[src/rtl/mloop_pkg.sv]
package mloop_pkg;
  // control word field positions
  localparam int CTL_W    = 5;
  localparam int CTL_LOOP = 0;
  localparam int CTL_DTR  = 1;
  localparam int CTL_RTS  = 2;
  localparam int CTL_OUT1 = 3;
  localparam int CTL_OUT2 = 4;
  // modem flag positions
  localparam int NMODEM   = 4;
  localparam int FLG_DSR  = 0;
  localparam int FLG_CTS  = 1;
  localparam int FLG_DCD  = 2;
  localparam int FLG_RI   = 3;

  typedef enum logic [1:0] {
    SRC_NONE = 2'd0,
    SRC_TX   = 2'd1,
    SRC_EXT  = 2'd2,
    SRC_BRK  = 2'd3
  } push_src_e;

  function automatic logic [NMODEM-1:0] cross_lines(input logic [CTL_W-1:0] c);
    logic [NMODEM-1:0] f;
    f          = '0;
    f[FLG_RI]  = c[CTL_OUT2];
    f[FLG_DCD] = c[CTL_OUT1];
    f[FLG_CTS] = c[CTL_RTS];
    f[FLG_DSR] = c[CTL_DTR];
    return f;
  endfunction
endpackage

[src/rtl/mloop_rst_sync.sv]
module mloop_rst_sync #(
  parameter int STAGES = 2
) (
  input  logic clk,
  input  logic rst_n,
  output logic rst_sync_n
);
  logic [STAGES-1:0] chain_q;
  logic [STAGES-1:0] chain_d;

  always_comb chain_d = {chain_q[STAGES-2:0], 1'b1};

  always_ff @(posedge clk or negedge rst_n) begin
    if (!rst_n) chain_q <= '0;
    else        chain_q <= chain_d;
  end

  assign rst_sync_n = chain_q[STAGES-1];
endmodule

[src/rtl/mloop_ctl_reg.sv]
module mloop_ctl_reg
  import mloop_pkg::*;
(
  input  logic              clk,
  input  logic              rst_n,
  input  logic              ctl_wr,
  input  logic [CTL_W-1:0]  ctl_wdata,
  output logic              loop_q,
  output logic              cross_fire,
  output logic [NMODEM-1:0] cross_lvl
);
  logic loop_d;
  logic loop_en;

  // the enable bit is only loaded on a control write
  assign loop_en = ctl_wr;

  always_comb begin
    loop_d     = ctl_wdata[CTL_LOOP];
    cross_fire = ctl_wr & ctl_wdata[CTL_LOOP];
    cross_lvl  = cross_lines(ctl_wdata);
  end

  always_ff @(posedge clk or negedge rst_n) begin
    if (!rst_n)       loop_q <= 1'b0;
    else if (loop_en) loop_q <= loop_d;
  end

  // entering loopback from off also fires the crossing
  p_enter_cross_r3: assert property (@(posedge clk) disable iff (!rst_n)
    (ctl_wr && ctl_wdata[CTL_LOOP] && !loop_q) |=> loop_q);
endmodule

[src/rtl/mloop_flag_path.sv]
module mloop_flag_path
  import mloop_pkg::*;
#(
  parameter int SYNC_STAGES = 2
) (
  input  logic              clk,
  input  logic              rst_n,
  input  logic [NMODEM-1:0] modem_in,
  input  logic              loop_q,
  input  logic              cross_fire,
  input  logic [NMODEM-1:0] cross_lvl,
  output logic [NMODEM-1:0] flags,
  output logic              ms_irq_clr,
  output logic [NMODEM-1:0] ms_irq_set
);
  logic [NMODEM-1:0] sync_q [SYNC_STAGES];
  logic [NMODEM-1:0] flags_d;
  logic              clr_d;
  logic [NMODEM-1:0] set_d;

  genvar gs;
  generate
    for (gs = 0; gs < SYNC_STAGES; gs++) begin : g_sync
      logic [NMODEM-1:0] stage_d;
      if (gs == 0) begin : g_first
        assign stage_d = modem_in;
      end else begin : g_rest
        assign stage_d = sync_q[gs-1];
      end
      always_ff @(posedge clk or negedge rst_n) begin
        if (!rst_n) sync_q[gs] <= '0;
        else        sync_q[gs] <= stage_d;
      end
    end
  endgenerate

  always_comb begin
    if (cross_fire)  flags_d = cross_lvl;
    else if (loop_q) flags_d = flags;
    else             flags_d = sync_q[SYNC_STAGES-1];
    clr_d = cross_fire;
    set_d = cross_fire ? cross_lvl : '0;
  end

  always_ff @(posedge clk or negedge rst_n) begin
    if (!rst_n) begin
      flags      <= '0;
      ms_irq_clr <= 1'b0;
      ms_irq_set <= '0;
    end else begin
      flags      <= flags_d;
      ms_irq_clr <= clr_d;
      ms_irq_set <= set_d;
    end
  end

  // crossing result is on the flags one cycle after the write
  p_cross_map_r2: assert property (@(posedge clk) disable iff (!rst_n)
    cross_fire |=> (flags == $past(cross_lvl)));
  // a set vector never appears without the group clear
  p_set_needs_clr_r4: assert property (@(posedge clk) disable iff (!rst_n)
    (ms_irq_set != '0) |-> ms_irq_clr);
  // the set vector mirrors the looped flags
  p_set_is_flags_r4: assert property (@(posedge clk) disable iff (!rst_n)
    ms_irq_clr |-> (ms_irq_set == flags));
  // pins are ignored while looping without writes
  p_loop_hold_r10: assert property (@(posedge clk) disable iff (!rst_n)
    (loop_q && !cross_fire) |=> $stable(flags));
endmodule

[src/rtl/mloop_rx_mux.sv]
module mloop_rx_mux
  import mloop_pkg::*;
#(
  parameter int DATA_W  = 8,
  parameter int BRK_POS = 10,
  localparam int WORD_W = BRK_POS + 1
) (
  input  logic              clk,
  input  logic              rst_n,
  input  logic              loop_q,
  input  logic              tx_wr,
  input  logic [DATA_W-1:0] tx_data,
  input  logic              brk_req,
  input  logic              ext_rx_valid,
  input  logic [DATA_W-1:0] ext_rx_data,
  input  logic              rxq_ready,
  output logic              rxq_push,
  output logic [WORD_W-1:0] rxq_word
);
  localparam logic [WORD_W-1:0] BRK_WORD = WORD_W'(1) << BRK_POS;

  logic        brk_d_q;
  logic        brk_pend_q;
  logic        brk_pend_d;
  logic        brk_rise;
  logic        brk_want;
  logic        tx_take;
  logic        ext_take;
  push_src_e   src;
  logic        push_d;
  logic [WORD_W-1:0] word_d;

  always_comb begin
    brk_rise = loop_q & brk_req & ~brk_d_q;
    tx_take  = loop_q & tx_wr & rxq_ready;
    ext_take = ~loop_q & ext_rx_valid;
    brk_want = brk_rise | brk_pend_q;
    if (tx_take)       src = SRC_TX;
    else if (ext_take) src = SRC_EXT;
    else if (brk_want) src = SRC_BRK;
    else               src = SRC_NONE;
    brk_pend_d = brk_want & (src != SRC_BRK);
    push_d     = (src != SRC_NONE);
    case (src)
      SRC_TX:  word_d = WORD_W'(tx_data);
      SRC_EXT: word_d = WORD_W'(ext_rx_data);
      SRC_BRK: word_d = BRK_WORD;
      default: word_d = '0;
    endcase
  end

  always_ff @(posedge clk or negedge rst_n) begin
    if (!rst_n) begin
      brk_d_q    <= 1'b0;
      brk_pend_q <= 1'b0;
      rxq_push   <= 1'b0;
      rxq_word   <= '0;
    end else begin
      brk_d_q    <= brk_req;
      brk_pend_q <= brk_pend_d;
      rxq_push   <= push_d;
      if (push_d) rxq_word <= word_d;
    end
  end

  // a looped char refused by the queue yields no data push
  p_no_push_unready_r5: assert property (@(posedge clk) disable iff (!rst_n)
    (loop_q && tx_wr && !rxq_ready) |=> (!rxq_push || rxq_word[BRK_POS]));
  // with loopback on only looped traffic reaches the queue
  p_ext_blocked_r6: assert property (@(posedge clk) disable iff (!rst_n)
    (loop_q && !tx_wr) |=> (!rxq_push || rxq_word[BRK_POS]));
  // a break word carries no data bits
  p_brk_word_r8: assert property (@(posedge clk) disable iff (!rst_n)
    (rxq_push && rxq_word[BRK_POS]) |-> (rxq_word[BRK_POS-1:0] == '0));
  // a deferred break is pushed once the slot frees
  p_pend_drain_r9: assert property (@(posedge clk) disable iff (!rst_n)
    (brk_pend_q && !tx_take && !ext_take) |=> (rxq_push && rxq_word[BRK_POS]));
endmodule

[src/rtl/modem_loop_top.sv]
module modem_loop_top
  import mloop_pkg::*;
#(
  parameter int DATA_W      = 8,
  parameter int BRK_POS     = 10,
  parameter int SYNC_STAGES = 2,
  parameter int RST_STAGES  = 2
) (
  input  logic                 clk,
  input  logic                 rst_n,
  input  logic                 ctl_wr,
  input  logic [4:0]           ctl_wdata,
  input  logic                 tx_wr,
  input  logic [DATA_W-1:0]    tx_data,
  input  logic                 brk_req,
  input  logic                 ext_rx_valid,
  input  logic [DATA_W-1:0]    ext_rx_data,
  input  logic [3:0]           modem_in,
  input  logic                 rxq_ready,
  output logic [3:0]           flags,
  output logic                 rxq_push,
  output logic [BRK_POS:0]     rxq_word,
  output logic                 ms_irq_clr,
  output logic [3:0]           ms_irq_set
);
  logic              rst_int_n;
  logic              loop_q;
  logic              cross_fire;
  logic [NMODEM-1:0] cross_lvl;

  mloop_rst_sync #(.STAGES(RST_STAGES)) u_rst (
    .clk(clk), .rst_n(rst_n), .rst_sync_n(rst_int_n)
  );

  mloop_ctl_reg u_ctl (
    .clk(clk), .rst_n(rst_int_n),
    .ctl_wr(ctl_wr), .ctl_wdata(ctl_wdata),
    .loop_q(loop_q), .cross_fire(cross_fire), .cross_lvl(cross_lvl)
  );

  mloop_flag_path #(.SYNC_STAGES(SYNC_STAGES)) u_flag (
    .clk(clk), .rst_n(rst_int_n), .modem_in(modem_in),
    .loop_q(loop_q), .cross_fire(cross_fire), .cross_lvl(cross_lvl),
    .flags(flags), .ms_irq_clr(ms_irq_clr), .ms_irq_set(ms_irq_set)
  );

  mloop_rx_mux #(.DATA_W(DATA_W), .BRK_POS(BRK_POS)) u_rx (
    .clk(clk), .rst_n(rst_int_n), .loop_q(loop_q),
    .tx_wr(tx_wr), .tx_data(tx_data), .brk_req(brk_req),
    .ext_rx_valid(ext_rx_valid), .ext_rx_data(ext_rx_data),
    .rxq_ready(rxq_ready), .rxq_push(rxq_push), .rxq_word(rxq_word)
  );

  // nothing leaves the block while reset is held internally
  p_reset_quiet_r1: assert property (@(posedge clk)
    !rst_int_n |=> (!rxq_push && !ms_irq_clr && flags == '0));
endmodule

[config.mk]
export PLATFORM = sky130hd
export DESIGN_NAME = modem_loop_top
export DESIGN_NICKNAME = d
export VERILOG_FILES = /design/src/rtl/mloop_pkg.sv /design/src/rtl/mloop_rst_sync.sv /design/src/rtl/mloop_ctl_reg.sv /design/src/rtl/mloop_flag_path.sv /design/src/rtl/mloop_rx_mux.sv /design/src/rtl/modem_loop_top.sv
export SDC_FILE = /design/constraint.sdc
export NUM_CORES = 1
export LEC_CHECK = 0
export ABC_AREA = 1
export BUFFER_PORTS_ARGS = -buffer_cell sky130_fd_sc_hd__buf_2
export CAP_MARGIN = 20
export CORE_MARGIN = 4
export CORE_UTILIZATION = 45
export CTS_CLUSTER_SIZE = 10
export DETAILED_ROUTE_END_ITERATION = 12
export GPL_ROUTABILITY_DRIVEN = 0
export PLACE_DENSITY = 0.76
export RECOVER_POWER = 25
export SLEW_MARGIN = 20
export SYNTH_ARGS = -nofsm -noshare
export SYNTH_HDL_FRONTEND = slang
export SYNTH_SLANG_ARGS = --single-unit
[constraint.sdc]
create_clock -name clk -period 1.45 [get_ports clk]
set_clock_uncertainty 0.1 [all_clocks]
set_input_delay 0.145 -clock clk [delete_from_list [all_inputs] [get_ports clk]]
set_output_delay 0.145 -clock clk [all_outputs]
set_load 0.05 [all_outputs]
* Word level (Yosys, flattened, before mapping)
Index checks and enable logic that the tools add are counted.
** Operators by class
- Add/subtract/negate cells :: 0
- Multiply operators :: 0
- Divide/modulo/power cells :: 0
- Order comparisons :: 0
- Equality and inequality tests :: 5
- Shift-type cells :: 0
- Mux-type cells :: 7
- Bitwise gates (word level) :: 10
- Reductions and logical operators :: 1
** Operators with widths (count)
- $pmux W11 S3 :: 1
- $mux W4 :: 3
- $and A1 B1 Y1 :: 7
- $mux W2 :: 3
- $eq A2 B2 Y1 const B :: 2
- $eq A2 B1 Y1 const B :: 1
- $ne A2 B1 Y1 const B :: 1
- $ne A2 B2 Y1 const B :: 1
- $not A1 Y1 :: 2
- $reduce_bool A2 Y1 :: 1
- $or A1 B1 Y1 :: 1
** Storage, ports and cells
- Register bits :: 34
- Bits in latches :: 0
- RAM bits :: 0
- Memory bits (read-only) :: 0
- Bits of input ports :: 32
- Output and inout bits :: 21
- Memories kept :: 0

* Logic depth before layout (Yosys ltp)
Gate-level depths: netlist of the first run.
- Depth in word-level cells :: 8
- Mapped depth :: 7
- Gate-level depth less buffers :: 6

* Hierarchy
A second synthesis of the first run with hierarchy kept.
** Second synthesis, totals
- Cell total of the unflattened synthesis :: 122
- Area total of the unflattened synthesis :: 1218.7 um^2
** Modules (own cells, without submodules)
- mloop_rx_mux :: instances 1, cells an instance 70, area each 573.0 um^2, sequential area each 300.3 um^2
- mloop_flag_path :: instances 1, cells an instance 39, area each 518.0 um^2, sequential area each 425.4 um^2
- mloop_ctl_reg :: instances 1, cells an instance 10, area each 73.8 um^2, sequential area each 25.0 um^2
- mloop_rst_sync :: instances 1, cells an instance 3, area each 53.8 um^2, sequential area each 50.0 um^2

* Worst setup path after synthesis of the first run
No wires, ideal clock.
- Path type :: flip-flop to flip-flop
- From :: register u_ctl.loop_q
- To :: register u_rx.rxq_word[0]
- Arrival time :: 0.832 ns
- Data required time :: 1.230 ns
- Path slack :: 0.398 ns
- Cell stages (with the launch flop) :: 8
- Buffers on the path :: 1
- Period minus slack after synthesis :: 1.052 ns
- Cell sequence :: dfrtp_1 buf_6 inv_2 nand2_4 nand2_4 inv_4 nand3_1 nand2_1
** Between the ends
- Cells in the longest elaborated chain, start to end :: 8
- Elaborated cells on any way between the ends :: 15
- Those cells by class :: eq/ne (3); mux (4); bitwise (7); reduce/logical (1)
** Ends and longest elaborated chain
- start: declaration :: line mloop_ctl_reg.sv:8 : output logic loop_q,
- start signal: assignment :: line mloop_ctl_reg.sv:26 : else if (loop_en) loop_q <= loop_d;
- $and A1 B1 Y1 (2 in a row) :: line mloop_rx_mux.sv:34 : brk_rise = loop_q & brk_req & ~brk_d_q;
- $or A1 B1 Y1 :: line mloop_rx_mux.sv:37 : brk_want = brk_rise | brk_pend_q;
- $mux W2 :: line mloop_rx_mux.sv:40 : else if (brk_want) src = SRC_BRK;
- $mux W2 :: line mloop_rx_mux.sv:39 : else if (ext_take) src = SRC_EXT;
- $mux W2 * :: line mloop_rx_mux.sv:38 : if (tx_take) src = SRC_TX;
- $eq A2 B2 Y1 or $eq A2 B1 Y1 (tied branches) :: line mloop_rx_mux.sv:44 : case (src)
- $pmux W11 S3 :: line mloop_rx_mux.sv:44
- end signal: assignment :: line mloop_rx_mux.sv:62 : if (push_d) rxq_word <= word_d;
- end: declaration :: line mloop_rx_mux.sv:18 : output logic [WORD_W-1:0] rxq_word
Every way passes the cells marked *; elsewhere a longest branch is shown, timed or not.
A chain may end at the register's enable or synchronous reset.

* Worst setup path in the final report of the first run
- From :: register u_ctl.loop_q
- To :: register u_rx.rxq_word[1]
Same word-level chain as after synthesis.

==> impl_metrics.py, run 1 <==
metrics = {
    "run_status": {
        "outcome": "finished clean",
    },
    "synth": {
        "async_flop_share_pct": 100.0,
        "yosysSeqAreaShare_pct": 65.91,
        "synth.area.top_cells": "dfrtp_1 66%, a21oi_1 4.9%, nand2_1 4.9%",
        "synth_common_cells": "32 x dfrtp_1, 16 x nand2_1, 14 x inv_1, 12 x a21oi_1, 12 x nor2_1",
        "synth_cell_types": 19,
        "synth.most_common_cell": "dfrtp_1",
        "synth_top_area_share_pct": 65.91,
        "avgSynthCellArea_sq_um": 10.47,
        "synth_edf_count": 0,
        "synthFlopType": "dfrtp_1",
        "synth_top_area_cell": "dfrtp_1",
        "synthCells": 116,
        "ys_seq_elements": 32,
        "yosysWarnings": 0,
        "syn_area_sq_um": 1215,
    },
    "grt": {
        "grt_max_degree": 19,
        "grt_pass1_wl_um": 4698,
        "overflow": 0,
        "antenna_found_initial": 0,
        "grt.total_usage_pct": 17.70,
        "grt_pass1_vias": 1074,
    },
    "min_path": {
        "min_path_type": "input pin to asynchronous set/reset pin",
    },
    "layout": {
        "fill_cells": 204,
        "layout.nets": 224,
        "diodes": 0,
        "ff_latch_area_sq_um": 800.8,
        "syn_to_final_growth_pct": 44.28,
        "drive_gt1_share_pct": 34.72,
        "post-route-util_pct": 69.49,
        "multi_input_area_sq_um": 321.6,
    },
    "routing": {
        "drt_first_iter_violations": 18,
        "vias": 1054,
        "via_per_inst": 4.726,
        "route.antenna.remaining_nets": 0,
        "firstDrtPassIters": 4,
        "wl_per_cell_um": 12.77,
        "drc": 0,
        "totalWireLength_um": 2848,
    },
    "timing": {
        "timing.final.max_slew_violations": 0,
        "period_share_pct": 86.84,
        "rsz0062_at_grt": "no",
        "tightest_slew_ns": 0.9043,
        "relSlewSlack_pct": 39.71,
        "hold_viol": 0,
        "fmax_mhz": 794.1,
        "setup_viol_count_final": 0,
        "tns_ns": 0,
        "fin_crit_ns": 1.259,
    },
    "die": {
        "start_util_pct": 48.16,
        "ioPinCount": 53,
        "die_x_um": 59.96,
        "dieHeight_um": 59.96,
        "core-area_sq_um": 2522,
        "die_area_sq_um": 3595,
        "num_rows": 18,
    },
    "job": {
        "maxCapViolCount": 0,
    },
    "clock_network": {
        "clock-root-buffer": "clkbuf_4",
        "clkLatencyLatePin_ns": 0.32,
        "cts_hold_buffers": 19,
        "cts_tree": "built",
        "path_clk_slew_ns": 0.10,
        "ctsResizeCount": 0,
        "htreeDepth": 2,
        "numClockSinks": 32,
        "clockBufferDepth": 2,
        "numCtsBuffers": 5,
        "post-cts-setup-buffers": 0,
    },
    "placed_design": {
        "port-buffer-count": 50,
        "dpl.hpwl_um": 1957,
    },
    "pwr": {
        "peakVddDrop_mv": 1.142,
        "pwr-share-clk_pct": 28.9,
        "sequentialPowerShare_pct": 45.8,
        "cellPowerDensity_nw_per_um2": 1274,
        "p_comb_share_pct": 25.3,
        "power_switching_uw": 735.3,
        "cellLeakagePower_uw": 0.0009894,
        "p_int_uw": 1498,
        "sw_frac_of_total_pct": 32.92,
    },
    "critical_path": {
        "crit_path_end_kind": "register",
        "required_ns": 1.55,
        "start_kind": "register",
        "crit_type": "register to register",
        "critPathArrivalTime_ns": 1.36,
        "cp_max_fo": 8,
    },
}
-- layer usage --
| metal | up-vias | share of wire [%] | GRT usage (%) |
|---|---|---|---|
| met2 | 40 | 55 | 30.86 |
| li1 | 509 | - | - |
| met3 | 2 | 6.5 | 6.695 |
| met5 | - | 0 | 0 |
| met1 | 503 | 37 | 20.34 |
| met4 | 0 | 0.53 | 4.430 |
-- placed cells by master, fill, tap and decap left out, drive strengths merged --
cell and count:
clkinv 1, o21ai 6, buf 49, a21oi 12
inv 18, dfrtp 32, bufinv 1, conb 3
nand2 19, o21bai 1, nor2 14, clkbuf 9
dlygate4sd3 19, nand3 9
-- flip-flops by register name, summed over array words and instances, names as in the netlist --
register               count
u_flag.g_sync.stage_d      4
u_rx.rxq_push              1
u_flag.sync_q              4
u_flag.ms_irq_clr          1
u_rst.chain_q              2
u_rx.brk_pend_q            1
u_rx.brk_d_q               1
u_rx.rxq_word              9
u_ctl.loop_q               1
u_flag.flags               4
u_flag.ms_irq_set          4
-- logic make-up (layout without fill, tap and decap cells) --
family,count (synthesis),in the layout,synth area share (%)
other,2,3,0.6182
AO/OA/AOI/OAI,19,19,8.342
flip-flops,32,32,65.91
AND/OR/NAND/NOR,42,42,17.20
buffers and inverters,21,97,7.930
-- power by group through the flow --
stage               Sequential (uW)  Clock, uW  Combinational (uW)
floorplan                      1280          0                 139
global placement               1040          0                 515
detailed placement             1040          0                 526
CTS                            1020        667                 569
global route                   1030        705                 606
finish                         1020        645                 565
-- through the flow --
stage | area, sq um | power (uW) | std cells | hold WS [ns] | setup WS (ns)
CTS | 1762 | 2261 | 223 | 0.01776 | 0.2049
global placement | 1495 | 1553 | 196 | -0.1700 | 0.2890
detailed placement | 1495 | 1567 | 196 | -0.1656 | 0.2420
global route | 1753 | 2346 | 223 | 0.03972 | 0.04587
floorplan | 1219 | 1419 | 117 | -0.2506 | 0.3941
finish | 1753 | 2234 | 223 | 0.03858 | 0.1908
-- critical path, cell delays in order, from the launching register on --
cell and delay [ns]:
dfrtp_1 0.52, inv_2 0.09, nand2_4 0.08, inv_2 0.07, a21oi_1 0.19, nand2_1 0.08
-- cell type report --
cell class / instances / share of cell area (%)
Sequential cell: 32 / 45.68
Timing Repair Buffer: 71 / 25.48
Multi-Input combinational cell: 64 / 18.34
Inverter: 18 / 3.997
Clock buffer: 6 / 2.355
Tap cell: 30 / 2.141
Clock inverter: 2 / 1.999
-- path summary, 6_finish.rpt --
path | from | end | slack (ns) | cells past startpoint
min in group clk | tx_data[2] | u_rx.rxq_word[2] | 0.05 | 5
setup / recovery | u_ctl.loop_q | u_rx.rxq_word[1] | 0.19 | 5
max in group asynchronous | u_rst.chain_q[1] | u_flag.ms_irq_set[0] | 0.32 | 1
hold reg to reg | u_flag.g_sync[1].stage_d[1] | u_flag.sync_q[1] | 0.25 | 0
hold / removal | rst_n | u_rst.chain_q[0] | 0.04 | 2
setup reg to reg | u_ctl.loop_q | u_rx.rxq_word[1] | 0.19 | 5
Note: power is estimated with default switching activity, not from simulation.
==> run 2, diff against run 1 <==
ABC_AREA = 0   (was 1)
PLACE_DENSITY = 0.77   (was 0.76)
==> impl_metrics.py, run 2 <==
metrics = {
    "layout": {
        "drive_gt1_share_pct": 42.69,
        "instances_no_fill": 201,
        "layout_common_cells": "49 x buf_2, 32 x dfrtp_1, 27 x dlygate4sd3_1",
        "final_common_cell": "buf_2",
        "layout.nets": 203,
        "largest_reg_flops": 9,
        "finalInstanceArea_sq_um": 1799,
        "diodes": 0,
        "syn_to_final_growth_pct": 51.37,
        "post-route-util_pct": 71.97,
        "largest_register": "u_rx.rxq_word",
    },
    "pwr": {
        "power_switching_uw": 754.0,
        "cellLeakagePower_uw": 0.0009261,
        "sw_frac_of_total_pct": 35.44,
        "sequentialPowerShare_pct": 48.1,
        "p_int_uw": 1374,
        "cellPowerDensity_nw_per_um2": 1182,
        "pwr-share-clk_pct": 21.2,
        "peakVddDrop_mv": 0.9263,
        "p_comb_share_pct": 30.6,
    },
    "clock_network": {
        "path_clk_slew_ns": 0.09,
        "cts_tree": "built",
        "clkLatencyLatePin_ns": 0.33,
        "clockBufferDepth": 2,
        "clock-root-buffer": "clkbuf_4",
        "numCtsBuffers": 5,
        "numClockSinks": 32,
        "htreeDepth": 2,
    },
    "routing": {
        "route.antenna.remaining_nets": 0,
        "totalWireLength_um": 3056,
        "firstDrtPassIters": 5,
        "via_per_inst": 4.741,
        "vias": 953,
        "drt_first_iter_violations": 28,
        "wl_per_cell_um": 15.20,
        "drc": 0,
    },
    "timing": {
        "tightest_slew_ns": 0.8807,
        "fmax_mhz": 674.5,
        "setup_viol_count_final": 6,
        "rsz0062_at_grt": "yes",
        "hold_viol": 0,
        "timing.final.max_slew_violations": 0,
        "setup_ws_ns": -0.03256,
        "period_share_pct": 102.2,
        "fin_crit_ns": 1.483,
        "relSlewSlack_pct": 41.29,
    },
    "placed_design": {
        "placedInstanceArea_sq_um": 1473,
        "placedCellCount": 165,
        "port-buffer-count": 50,
        "dpl.hpwl_um": 1867,
    },
    "synth": {
        "synth_cell_types": 19,
        "synth_edf_count": 0,
        "synth_top_area_share_pct": 67.37,
        "synth.area.top_cells": "dfrtp_1 67%, o21ai_2 5.9%, a22oi_1 5.1%",
        "syn_area_sq_um": 1189,
        "avgSynthCellArea_sq_um": 13.82,
        "yosysWarnings": 0,
        "synth_top_area_cell": "dfrtp_1",
        "synthFlopType": "dfrtp_1",
        "ys_seq_elements": 32,
        "yosysSeqAreaShare_pct": 67.37,
        "synthCells": 86,
        "async_flop_share_pct": 100.0,
        "synth_common_cells": "32 x dfrtp_1, 8 x a22oi_1, 8 x inv_1, 8 x o21ai_2",
        "synth.most_common_cell": "dfrtp_1",
    },
    "critical_path": {
        "max_stage_delay_ns": 0.56,
        "worst_r2r_endpoint": "u_rx.rxq_word[6]",
        "rr_worst_depth": 3,
        "rr_startpoint": "u_ctl.loop_q",
        "crit_type": "register to register",
        "start_kind": "register",
        "crit_path_end_kind": "register",
        "required_ns": 1.61,
        "cp_max_fo": 5,
        "crit_chain": "and2b_1, or4_4, o21ai_2",
        "slowest_stage": "or4_4",
        "critPathArrivalTime_ns": 1.65,
        "rrSetupSlack_ns": -0.03,
    },
    "die": {
        "num_rows": 18,
        "ioPinCount": 53,
        "core-area_sq_um": 2500,
        "die_x_um": 59.40,
        "dieHeight_um": 59.40,
        "die_area_sq_um": 3528,
        "start_util_pct": 47.55,
    },
    "run_status": {
        "outcome": "complete, but fails checks",
        "violations": "negative setup slack",
    },
    "grt": {
        "grt_max_degree": 18,
        "grt.total_usage_pct": 20.27,
        "overflow": 0,
        "grt_pass1_vias": 1013,
        "grt_pass1_wl_um": 5002,
        "antenna_found_initial": 0,
    },
    "job": {
        "maxCapViolCount": 0,
    },
    "min_path": {
        "min_path_type": "input pin to asynchronous set/reset pin",
    },
}
-- run 2: cell count changes in the layout (fill, tap and decap cells not counted), sizes merged, moves of 5 or more --
cell,delta
and3,+5
a22oi,+8
inv,-10
dlygate4sd3,+8
a21oi,-12
nand2,-19
nand3,-9
nor2,-14
-- run 2: cells by family after synthesis --
group	Yosys count	share of synthesized area, %
AO/OA/AOI/OAI	21	14.32
buffers and inverters	15	6.631
flip-flops	32	67.37
multiplexers	5	4.316
other	2	0.6318
AND/OR/NAND/NOR	11	6.737
-- run 2: worst max path at each step --
| stage | startpoint | endpoint | cells after the start |
|---|---|---|---|
| floorplan | u_ctl.loop_q | u_rx.rxq_word[0] | 5 |
| global placement | u_ctl.loop_q | u_rx.rxq_word[3] | 3 |
| detailed placement | u_ctl.loop_q | u_rx.rxq_word[4] | 3 |
| CTS | u_ctl.loop_q | u_rx.rxq_word[6] | 3 |
| global route | u_ctl.loop_q | u_rx.rxq_word[4] | 3 |
| finish | u_ctl.loop_q | u_rx.rxq_word[6] | 3 |
-- run 2: metrics by stage --
step | TNS [ns] | worst slack [ns] | hold WS, ns | power (uW)
floorplan | -0.9372 | -0.1088 | -0.2506 | 1471
global placement | -0.1164 | -0.01543 | -0.1698 | 1606
detailed placement | -0.3845 | -0.05942 | -0.1682 | 1619
CTS | -0.2472 | -0.05629 | -0.1766 | 2143
global route | -0.4788 | -0.08209 | 0.02531 | 2237
finish | -0.1719 | -0.03256 | 0.02407 | 2128
-- run 2: cell type report --
type / instances / area [sq um]
flip-flops and latches: 32 / 800.8
clock inverters: 1 / 5.005
well taps: 30 / 37.54
clock buffers: 6 / 41.29
inverters: 8 / 30.03
multi-input cells: 41 / 327.8
repair buffers: 83 / 556.8
fillers: 162 / 700.7
-- run 2: power groups by stage --
stage	registers (uW)	logic (uW)	clock network, uW
after detailed placement	1040	581	0
after CTS	1020	644	477
after global routing	1030	690	514
final	1020	652	452
after global placement	1040	569	0
after floorplan	1300	171	0
-- run 2: routing by layer --
metal | GRT usage (%) | up-vias | routed length (um)
li1 | - | 460 | -
met1 | 26.47 | 463 | 1230
met2 | 30.58 | 21 | 1602
met3 | 7.407 | 9 | 149
met4 | 8.091 | 0 | 74
met5 | 0 | - | 0
-- run 2: critical path: cells and delay by family, from the launching register on --
kind	cells	cell delay, ns
flip-flops	1	0.39
AO/OA/AOI/OAI	1	0.14
AND/OR/NAND/NOR	2	0.79
-- run 2: timing repair --
| action | 4_1_cts | 5_1_grt |
|---|---|---|
| hold buffers | 26 | 1 |
| cloned | 1 | 0 |
| resized for setup | 1 | 0 |
| setup buffers | 0 | 1 |
| endpoints found under the setup margin | 9 | 8 |
| pin swaps | 2 | 4 |
| hold endpoints to repair | 20 | 1 |
==> run 3, diff against run 2 <==
CORE_UTILIZATION = 30   (was 45)
PLACE_DENSITY = default   (was 0.77)
==> impl_metrics.py, run 3 (same netlist as run 2, synthesis figures left out) <==
metrics = {
    "run_status": {
        "outcome": "complete, but fails checks",
        "violations": "negative setup slack",
    },
    "routing": {
        "route.antenna.remaining_nets": 0,
        "drc": 0,
        "drt_first_iter_violations": 20,
        "firstDrtPassIters": 4,
        "vias": 894,
        "via_per_inst": 4.319,
        "totalWireLength_um": 2746,
        "wl_per_cell_um": 13.27,
    },
    "layout": {
        "finalInstanceArea_sq_um": 1740,
        "final_common_cell": "buf_2",
        "drive_gt1_share_pct": 47.17,
        "diodes": 0,
        "layout_common_cells": "48 x buf_2, 32 x dfrtp_1, 14 x dlygate4sd3_1",
        "layout.nets": 190,
        "instances_no_fill": 207,
        "syn_to_final_growth_pct": 46.42,
        "largest_reg_flops": 9,
        "largest_register": "u_rx.rxq_word",
    },
    "critical_path": {
        "required_ns": 1.56,
        "cp_max_fo": 5,
        "crit_chain": "and3_4, or4_4, o21ai_2",
        "slowest_stage": "or4_4",
        "crit_type": "register to register",
        "critPathTopFamily": "simple AND/OR/NAND/NOR gates",
        "critPathArrivalTime_ns": 1.61,
        "start_kind": "register",
        "crit_path_end_kind": "register",
        "max_stage_delay_ns": 0.58,
        "path_buf_inv": 0,
    },
    "die": {
        "start_util_pct": 31.75,
        "die_area_sq_um": 5033,
        "num_rows": 22,
        "ioPinCount": 53,
        "die_x_um": 70.95,
        "dieHeight_um": 70.95,
        "core-area_sq_um": 3744,
    },
    "grt": {
        "grt_pass1_wl_um": 4650,
        "grt_pass1_vias": 962,
        "antenna_found_initial": 0,
        "grt_max_degree": 18,
        "grt.total_usage_pct": 12.18,
        "overflow": 0,
    },
    "timing": {
        "tns_ns": -0.2445,
        "fin_crit_ns": 1.504,
        "fmax_mhz": 665.0,
        "period_share_pct": 103.7,
        "relSlewSlack_pct": 53.13,
        "setup_viol_count_final": 8,
        "holdWs_ns": 0.003201,
        "setup_ws_ns": -0.05379,
        "tightest_slew_ns": 0.7030,
        "rsz0062_at_grt": "yes",
        "timing.final.max_slew_violations": 0,
        "hold_viol": 0,
    },
    "clock_network": {
        "numClockSinks": 32,
        "path_clk_slew_ns": 0.06,
        "htreeDepth": 2,
        "clkLatencyLatePin_ns": 0.28,
        "cts_tree": "built",
        "clock-root-buffer": "clkbuf_8",
        "numCtsBuffers": 5,
        "clockBufferDepth": 2,
    },
    "pwr": {
        "peakVddDrop_mv": 0.6626,
        "cellLeakagePower_uw": 0.0008946,
        "cellPowerDensity_nw_per_um2": 1331,
    },
    "job": {
        "maxCapViolCount": 0,
    },
    "min_path": {
        "min_path_type": "input pin to register",
    },
    "placed_design": {
        "placedInstanceArea_sq_um": 1495,
        "dp_slack_ns": -0.05605,
        "placedCellCount": 183,
        "port-buffer-count": 50,
        "dpl.hpwl_um": 1867,
    },
}
## run 3: worst paths after layout
path | start | end | slack [ns] | cells after the start
hold / removal | ext_rx_data[3] | u_rx.rxq_word[3] | 0.003 | 3
setup reg to reg | u_ctl.loop_q | u_rx.rxq_word[6] | -0.05 | 3
min in group asynchronous | rst_n | u_rst.chain_q[0] | 0.08 | 2
hold reg to reg | u_rst.chain_q[1] | u_flag.sync_q[2] | 0.11 | 1
setup / recovery | u_ctl.loop_q | u_rx.rxq_word[6] | -0.05 | 3
max in group asynchronous | u_rst.chain_q[1] | u_rx.rxq_word[10] | 0.53 | 1
## run 3: layout make-up
| class | count | area, sq um |
|---|---|---|
| multi-input combinational | 41 | 327.8 |
| tap | 48 | 60.06 |
| clock inverter | 2 | 10.01 |
| sequential | 32 | 800.8 |
| clock buffer | 6 | 82.58 |
| fill | 363 | 2003 |
| inverter | 8 | 30.03 |
| timing repair buffer | 70 | 429.2 |
## run 3: report_power, final
part,switching (uW),internal [uW],total [uW],leakage [uW]
clock network,302,378,679,0.0000510
logic,419,192,611,0.000450
registers,44.2,983,1030,0.000393
## run 3: repair_timing
item / 4_1_cts / 5_1_grt
gates resized for setup: 1 / 0
hold buffers: 13 / 1
pin swaps: 2 / 4
endpoints found under the setup margin: 9 / 8
buffers inserted: 0 / 1
cloned: 1 / 0
endpoints found under the hold margin: 15 / 1
## run 3: per-layer routing
layer | GRT usage (%) | wire [um] | vias to the layer above
met5 | 0 | 0 | -
met4 | 5.219 | 23 | 0
met3 | 4.403 | 150 | 2
met2 | 19.26 | 1487 | 28
met1 | 15.00 | 1084 | 432
li1 | - | - | 432
## run 3: per-stage QoR
| step | power [uW] | util (%) |
|---|---|---|
| final | 2317 | 46.49 |
| after global routing | 2442 | 46.49 |
| after CTS | 2349 | 46.19 |
| after detailed placement | 1620 | 39.94 |
| after global placement | 1611 | 39.94 |
| after floorplan | 1471 | - |
## run 3: tightest hold or removal path, cell delays in order
cell and delay, ns:
buf_2 0.08, a22oi_1 0.07, o21ai_2 0.05
